**src/rtl/enc8b10b_pkg.sv**
```systemverilog
package enc8b10b_pkg;

   typedef enum logic [1:0] {
      MODE_RAW   = 2'b00,
      MODE_HALF  = 2'b01,
      MODE_FULLA = 2'b10,
      MODE_FULLB = 2'b11
   } tx_mode_e;

   localparam int unsigned BYTE_W  = 8;
   localparam int unsigned GROUP_W = 10;

   // 5b/6b groups at negative disparity, written abcdei with a as MSB
   function automatic logic [5:0] grp6_neg(input logic [4:0] x);
      case (x)
         5'd0:  grp6_neg = 6'b100111;
         5'd1:  grp6_neg = 6'b011101;
         5'd2:  grp6_neg = 6'b101101;
         5'd3:  grp6_neg = 6'b110001;
         5'd4:  grp6_neg = 6'b110101;
         5'd5:  grp6_neg = 6'b101001;
         5'd6:  grp6_neg = 6'b011001;
         5'd7:  grp6_neg = 6'b111000;
         5'd8:  grp6_neg = 6'b111001;
         5'd9:  grp6_neg = 6'b100101;
         5'd10: grp6_neg = 6'b010101;
         5'd11: grp6_neg = 6'b110100;
         5'd12: grp6_neg = 6'b001101;
         5'd13: grp6_neg = 6'b101100;
         5'd14: grp6_neg = 6'b011100;
         5'd15: grp6_neg = 6'b010111;
         5'd16: grp6_neg = 6'b011011;
         5'd17: grp6_neg = 6'b100011;
         5'd18: grp6_neg = 6'b010011;
         5'd19: grp6_neg = 6'b110010;
         5'd20: grp6_neg = 6'b001011;
         5'd21: grp6_neg = 6'b101010;
         5'd22: grp6_neg = 6'b011010;
         5'd23: grp6_neg = 6'b111010;
         5'd24: grp6_neg = 6'b110011;
         5'd25: grp6_neg = 6'b100110;
         5'd26: grp6_neg = 6'b010110;
         5'd27: grp6_neg = 6'b110110;
         5'd28: grp6_neg = 6'b001110;
         5'd29: grp6_neg = 6'b101110;
         5'd30: grp6_neg = 6'b011110;
         default: grp6_neg = 6'b101011;
      endcase
   endfunction

   // 3b/4b groups at negative disparity, fghj with f as MSB
   function automatic logic [3:0] grp4_neg(input logic [2:0] y, input logic alt7);
      case (y)
         3'd0: grp4_neg = 4'b1011;
         3'd1: grp4_neg = 4'b1001;
         3'd2: grp4_neg = 4'b0101;
         3'd3: grp4_neg = 4'b1100;
         3'd4: grp4_neg = 4'b1101;
         3'd5: grp4_neg = 4'b1010;
         3'd6: grp4_neg = 4'b0110;
         default: grp4_neg = alt7 ? 4'b0111 : 4'b1110;
      endcase
   endfunction

   // trailing nibble of the x=28 control groups at negative disparity
   function automatic logic [3:0] grp4_k28(input logic [2:0] y);
      case (y)
         3'd0: grp4_k28 = 4'b0100;
         3'd1: grp4_k28 = 4'b1001;
         3'd2: grp4_k28 = 4'b0101;
         3'd3: grp4_k28 = 4'b0011;
         3'd4: grp4_k28 = 4'b0010;
         3'd5: grp4_k28 = 4'b1010;
         3'd6: grp4_k28 = 4'b0110;
         default: grp4_k28 = 4'b1000;
      endcase
   endfunction

endpackage

```
**src/rtl/enc8b10b_lane.sv**
```systemverilog
module enc8b10b_lane
   import enc8b10b_pkg::*;
(
   input  logic [BYTE_W-1:0]  byte_i,
   input  logic               kflag_i,
   input  logic               rd_i,
   output logic [GROUP_W-1:0] code_o,
   output logic               rd_o,
   output logic               kerr_o
);

   logic [4:0] x;
   logic [2:0] y;
   logic       is_k28, is_kx7, use_k28, use_alt, rd_mid;
   logic [5:0] g6;
   logic [3:0] g4;
   logic [9:0] msb_first;

   always_comb begin
      x       = byte_i[4:0];
      y       = byte_i[7:5];
      is_k28  = (x == 5'd28);
      is_kx7  = (y == 3'd7) && ((x == 5'd23) || (x == 5'd27) || (x == 5'd29) || (x == 5'd30));
      kerr_o  = kflag_i && !(is_k28 || is_kx7);
      use_k28 = kflag_i && is_k28;

      // six-bit sub-block
      g6 = use_k28 ? 6'b001111 : grp6_neg(x);
      if (rd_i && (($countones(g6) != 3) || (x == 5'd7 && !use_k28)))
         g6 = ~g6;
      if ($countones(g6) > 3)       rd_mid = 1'b1;
      else if ($countones(g6) < 3)  rd_mid = 1'b0;
      else                          rd_mid = rd_i;

      // four-bit sub-block
      use_alt = (y == 3'd7) &&
                ((kflag_i && is_kx7) ||
                 (!rd_mid && (x == 5'd17 || x == 5'd18 || x == 5'd20)) ||
                 ( rd_mid && (x == 5'd11 || x == 5'd13 || x == 5'd14)));
      if (use_k28) begin
         g4 = rd_i ? ~grp4_k28(y) : grp4_k28(y);
      end else begin
         g4 = grp4_neg(y, use_alt);
         if (rd_mid && (($countones(g4) != 2) || (y == 3'd3)))
            g4 = ~g4;
      end

      msb_first = {g6, g4};
      for (int i = 0; i < GROUP_W; i++)
         code_o[i] = msb_first[GROUP_W-1-i];

      if ($countones(msb_first) > 5)       rd_o = 1'b1;
      else if ($countones(msb_first) < 5)  rd_o = 1'b0;
      else                                 rd_o = rd_i;
   end

endmodule

```
**src/rtl/enc8b10b_shifter.sv**
```systemverilog
module enc8b10b_shifter #(
   parameter int unsigned WIDTH = 20,
   localparam int unsigned CW   = $clog2(WIDTH + 1)
) (
   input  logic             clk,
   input  logic             rst_n,
   input  logic [WIDTH-1:0] data_i,
   input  logic [CW-1:0]    len_i,
   output logic             empty_o,
   output logic             ser_o
);

   logic [WIDTH-1:0] sh_q;
   logic [CW-1:0]    left_q;

   assign empty_o = (left_q == '0);
   assign ser_o   = sh_q[0];

   always_ff @(posedge clk) begin
      if (!rst_n) begin
         sh_q   <= '0;
         left_q <= '0;
      end else if (empty_o) begin
         sh_q   <= data_i;
         left_q <= len_i - 1'b1;
      end else begin
         sh_q   <= sh_q >> 1;
         left_q <= left_q - 1'b1;
      end
   end

endmodule

```
**src/rtl/enc8b10b_tx.sv**
```systemverilog
module enc8b10b_tx
   import enc8b10b_pkg::*;
#(
   parameter int unsigned N_LANES = 2,
   localparam int unsigned WORD_W = N_LANES * GROUP_W,
   localparam int unsigned FLAG_LO = N_LANES * BYTE_W,
   localparam int unsigned CW     = $clog2(WORD_W + 1)
) (
   input  logic              clk,
   input  logic              rst_n,
   input  logic [WORD_W-1:0] word_i,
   input  logic [1:0]        mode_i,
   output logic              take_o,
   output logic [WORD_W-1:0] code_o,
   output logic              serial_o,
   output logic              kerr_o,
   output logic              rd_o
);

   if (N_LANES < 1) begin : g_bad_lanes
      $error("enc8b10b_tx: N_LANES must be at least 1");
   end

   logic [N_LANES:0]   rd_c;
   logic [GROUP_W-1:0] lane_code [N_LANES];
   logic [N_LANES-1:0] lane_err;
   logic [WORD_W-1:0]  full_code, nxt_code;
   logic [CW-1:0]      nxt_len;
   logic               nxt_rd, nxt_err;
   tx_mode_e           mode;

   assign rd_c[0] = rd_o;
   assign mode    = tx_mode_e'(mode_i);

   for (genvar l = 0; l < N_LANES; l++) begin : g_lane
      enc8b10b_lane u_lane (
         .byte_i (word_i[l*BYTE_W +: BYTE_W]),
         .kflag_i(word_i[FLAG_LO + l]),
         .rd_i   (rd_c[l]),
         .code_o (lane_code[l]),
         .rd_o   (rd_c[l+1]),
         .kerr_o (lane_err[l])
      );
   end

   always_comb begin
      for (int l = 0; l < N_LANES; l++)
         full_code[l*GROUP_W +: GROUP_W] = lane_code[l];
      case (mode)
         MODE_RAW: begin
            nxt_code = word_i;
            nxt_rd   = rd_o;
            nxt_err  = 1'b0;
            nxt_len  = CW'(WORD_W);
         end
         MODE_HALF: begin
            nxt_code = WORD_W'(lane_code[0]);
            nxt_rd   = rd_c[1];
            nxt_err  = lane_err[0];
            nxt_len  = CW'(GROUP_W);
         end
         default: begin
            nxt_code = full_code;
            nxt_rd   = rd_c[N_LANES];
            nxt_err  = |lane_err;
            nxt_len  = CW'(WORD_W);
         end
      endcase
   end

   always_ff @(posedge clk) begin
      if (!rst_n) begin
         code_o <= '0;
         rd_o   <= 1'b0;
         kerr_o <= 1'b0;
      end else if (take_o) begin
         code_o <= nxt_code;
         rd_o   <= nxt_rd;
         kerr_o <= nxt_err;
      end
   end

   enc8b10b_shifter #(.WIDTH(WORD_W)) u_shift (
      .clk    (clk),
      .rst_n  (rst_n),
      .data_i (nxt_code),
      .len_i  (nxt_len),
      .empty_o(take_o),
      .ser_o  (serial_o)
   );

endmodule

```
**config.mk**
```make
export PLATFORM = sky130hd
export DESIGN_NAME = enc8b10b_tx
export DESIGN_NICKNAME = d
export VERILOG_FILES = /design/src/rtl/enc8b10b_pkg.sv /design/src/rtl/enc8b10b_lane.sv /design/src/rtl/enc8b10b_shifter.sv /design/src/rtl/enc8b10b_tx.sv
export SDC_FILE = /design/constraint.sdc
export NUM_CORES = 1
export LEC_CHECK = 0
export ABC_AREA = 1
export BUFFER_PORTS_ARGS = -buffer_cell sky130_fd_sc_hd__clkbuf_2
export CORE_MARGIN = 3
export CORE_UTILIZATION = 40
export DETAILED_ROUTE_END_ITERATION = 8
export PLACE_DENSITY = 0.64
export SLEW_MARGIN = 20
export SYNTH_ARGS = -nofsm -noshare
export SYNTH_HDL_FRONTEND = slang
export SYNTH_SLANG_ARGS = --single-unit
```
**constraint.sdc**
```tcl
create_clock -name clk -period 36 [get_ports clk]
set_input_delay 10.8 -clock clk [delete_from_list [all_inputs] [get_ports clk]]
set_output_delay 10.8 -clock clk [all_outputs]
set_load 0.05 [all_outputs]
```
==> Implementation_results.wiki <==
{| class="wikitable"
! Metric !! Value
|-
| Netlist Area Pre-Place || 4412 sq um
|-
| CTS resizes || 0
|-
| Clock network latency to the later pin of the worst-skew pair || 0.29 ns
|-
| Routed WL || 11040 um
|-
| Antenna Violating Nets Remaining || 0
|-
| Period utilization || 72.62%
|-
| First-pass DRT Iterations || 5
|-
| Count of unique library cells instantiated by Yosys || 47
|-
| Post-synth EDFFs || 0
|-
| Setup repair after global routing missed its margin || false
|-
| FF-to-FF setup slack || 22.55 ns
|-
| Endpoint of the lowest-slack register-to-register path || rd_o
|-
| Worst setup SP type || input pin
|-
| Clock-pin slew on the worst setup and hold paths || approximately 0.09 ns
|-
| Category of the critical setup timing path || input pin to register
|-
| Slew Limit Fails || 0
|-
| Clock sink count || 47
|-
| Inserted Clock Buffers || 5
|-
| Post-layout minimum cycle time || approximately 26 ns
|-
| Area of the die || 12330 sq um
|-
| Cells after Synth || 627
|-
| Commonest non-fill, non-tap cells in the layout || sky130_fd_sc_hd__nand2_1 (140), sky130_fd_sc_hd__inv_1 (83), sky130_fd_sc_hd__a21oi_1 (64)
|-
| Clock root buffer master || sky130_fd_sc_hd__clkbuf_8
|-
| Maximum number of pins on one net before global-route repair || 48
|-
| Diode insertion count for antenna repair || 0
|-
| CTS tree || done
|-
| Cts-stage hold buffer count || 0
|-
| Most common cell after layout, fill and taps aside || sky130_fd_sc_hd__nand2_1
|-
| Data arrival time of the critical path || 26.32 ns
|-
| Global-route usage over all layers || 17.94%
|-
| CP max stage cell || sky130_fd_sc_hd__fa_1
|-
| Number of I/O pins || 48
|-
| Most area-hungry cell type in the Yosys netlist || sky130_fd_sc_hd__dfxtp_1
|-
| Last weighted congestion value of the routability-driven placer || roughly 0.9
|-
| Fmax || roughly 0.038 GHz
|-
| Routed wire length per instance || around 14 um
|-
| H-Tree Depth || 2
|-
| Crit Reg-Reg Startpoint || rd_o
|-
| Endpoint with the worst hold slack || u_shift.sh_q[2]
|-
| Drt initial violations || 317
|-
| Placeable Area || roughly 11000 sq um
|-
| Predominant post-synthesis flop cell || sky130_fd_sc_hd__dfxtp_1
|-
| Avg Synthesized Cell Area || 7.036 sq um
|-
| Share of the yosys chip area belonging to registers || a little over a fifth
|-
| Count of port buffers added during placement || 47
|-
| Fraction of synthesized cell area taken by the top area cell type || 21.33%
|-
| Length in cells of the worst reg-to-reg path || 66
|-
| Skew final || 0.005031 ns
|-
| # rows || 37
|-
| Sum of overflow across all layers after global routing || 0
|-
| Warnings, synthesis || 0
|-
| Number of cells traversed by the worst hold path || 2
|-
| Vias in the first global route || 4129
|-
| Worst Setup Slack, final || 9.856 ns
|-
| First-pass GRT wire length || 19060 um
|-
| Post-synthesis sequential element count || 47
|-
| Kind of capture point of the worst setup path || register
|-
| Setup_tns || 0 ns
|-
| Data required, critical path || 36.18 ns
|-
| Max capacitance violation total || 0
|-
| Largest cells by area after synthesis || sky130_fd_sc_hd__dfxtp_1 (21%), sky130_fd_sc_hd__ha_1 (14%), sky130_fd_sc_hd__nand2_1 (12%), sky130_fd_sc_hd__fa_1 (8.2%), sky130_fd_sc_hd__a21oi_1 (7.3%)
|-
| Share of cells above drive strength 1 || 12.37%
|-
| Max clock buf depth || 2
|-
| Net Count, Synth || 717
|-
| Initial antenna violation count || 0
|-
| Worst hold path type || register to register
|-
| Tightest Pin Transition || between 0.6 and 0.7 ns
|-
| Die width || between 100 and 150 um
|-
| Status || completed
|-
| Slowest cell delay on critical path || 0.62 ns
|-
| Starting utilization of the core area || 41.98%
|-
| Max-slew headroom || 54.56%
|-
| HPWL after detailed placement || between 8000 and 9000 um
|-
| Final setup violating endpoints || 0
|-
| DR DRC count || 0
|-
| Die span in y || 111.0 um
|-
| Highest net fanout along the worst path || 9
|-
| Setup bufs post-CTS || 0
|-
| Total number of vias || 4170
|-
| Worst setup slack before clock tree synthesis || 9.595 ns
|-
| Fillcell total || approximately 1100
|-
| Startpoint of the worst hold path || u_shift.sh_q[3]
|-
| Async set or reset register ratio after synthesis || 0%
|-
| Total Nets Final || 752
|-
| Synthesis-to-layout area growth || 9.586%
|-
| Final Hold Fails || 0
|-
| Routed via count divided by cell count || 5.219
|}
==> critical path, delay by kind of cell <==
| family | cells | cell delay (ns) |
|---|---|---|
| buf+inv | 14 | 1.11 |
| simple gates | 29 | 3.11 |
| fa+ha+maj | 24 | 8.95 |
| xor+xnor | 2 | 0.53 |
| compound gates | 10 | 1.79 |
==> per-stage QoR <==
stage	hold slack [ns]	instances	area (sq um)	util (%)
after floorplan	0.4132	627	4412	-
after global placement	0.4291	791	4702	44.74
after detailed placement	0.4377	791	4702	44.74
after CTS	0.4446	799	4835	46.01
after global routing	0.4706	799	4835	46.01
final	0.4468	799	4835	46.01
==> logic make-up (layout without fill, tap and decap cells) <==
| group | count (synthesis) | after routing | synth area share, % |
|---|---|---|---|
| simple gates | 244 | 244 | 23.88 |
| flops | 47 | 47 | 21.33 |
| xor+xnor | 15 | 15 | 2.978 |
| compound gates | 146 | 146 | 19.60 |
| buf+inv | 109 | 145 | 10.44 |
| fa+ha+maj | 66 | 66 | 21.78 |
==> per-layer routing <==
metal	wire length [um]	GRT usage, %	part of all wire (%)
met1	5113	23.98	46
met2	5229	30.99	47
met3	517	2.074	4.7
met4	176	4.298	1.6
met5	0	0	0
==> area by class of cell <==
class | count | area, sq um | share of cell area [%]
timing repair buffer | 49 | 250.2 | 5.176
multi-input combinational | 471 | 3010 | 62.27
sequential | 47 | 940.9 | 19.46
clock inverter | 2 | 60.06 | 1.242
inverter | 88 | 330.3 | 6.832
clock buffer | 6 | 72.57 | 1.501
tap | 136 | 170.2 | 3.520
==> worst max-delay path by stage <==
stage	start	end	slack, ns
floorplan	word_i[1]	rd_o	11.07
global placement	word_i[0]	rd_o	9.88
detailed placement	word_i[0]	rd_o	9.59
CTS	word_i[0]	rd_o	9.85
global route	word_i[0]	rd_o	8.63
finish	word_i[0]	rd_o	9.86
==> state kept, by name, summed over array words and instances (netlist names) <==
signal / cells
u_shift.sh_q: 20
code_o: 20
u_shift.left_q: 5
rd_o: 1
kerr_o: 1
==> Yosys cell counts (2+ instances only) <==
cell                          n
sky130_fd_sc_hd__a211oi_1     2
sky130_fd_sc_hd__a21oi_1     64
sky130_fd_sc_hd__a22o_1       2
sky130_fd_sc_hd__a31oi_1      2
sky130_fd_sc_hd__and2_1       3
sky130_fd_sc_hd__buf_2        8
sky130_fd_sc_hd__buf_4        5
sky130_fd_sc_hd__buf_6        3
sky130_fd_sc_hd__clkbuf_1     5
sky130_fd_sc_hd__dfxtp_1     47
sky130_fd_sc_hd__fa_1        18
sky130_fd_sc_hd__ha_1        48
sky130_fd_sc_hd__inv_1       84
sky130_fd_sc_hd__inv_2        4
sky130_fd_sc_hd__nand2_1    140
sky130_fd_sc_hd__nand2_2      9
sky130_fd_sc_hd__nand3_1     30
sky130_fd_sc_hd__nand4_1      4
sky130_fd_sc_hd__nor2_1      45
sky130_fd_sc_hd__nor3_1       4
sky130_fd_sc_hd__o2111ai_1    2
sky130_fd_sc_hd__o211ai_1     2
sky130_fd_sc_hd__o21ai_0     38
sky130_fd_sc_hd__o21ai_1      5
sky130_fd_sc_hd__o221ai_1     4
sky130_fd_sc_hd__o22ai_1     11
sky130_fd_sc_hd__o311ai_1     2
sky130_fd_sc_hd__o31ai_1      2
sky130_fd_sc_hd__or2_2        3
sky130_fd_sc_hd__xnor2_1      4
sky130_fd_sc_hd__xor2_1      11
Power is left out: the tool's default activity adds up to more than one toggle a clock period on the data nets, which glitch-free logic cannot reach.
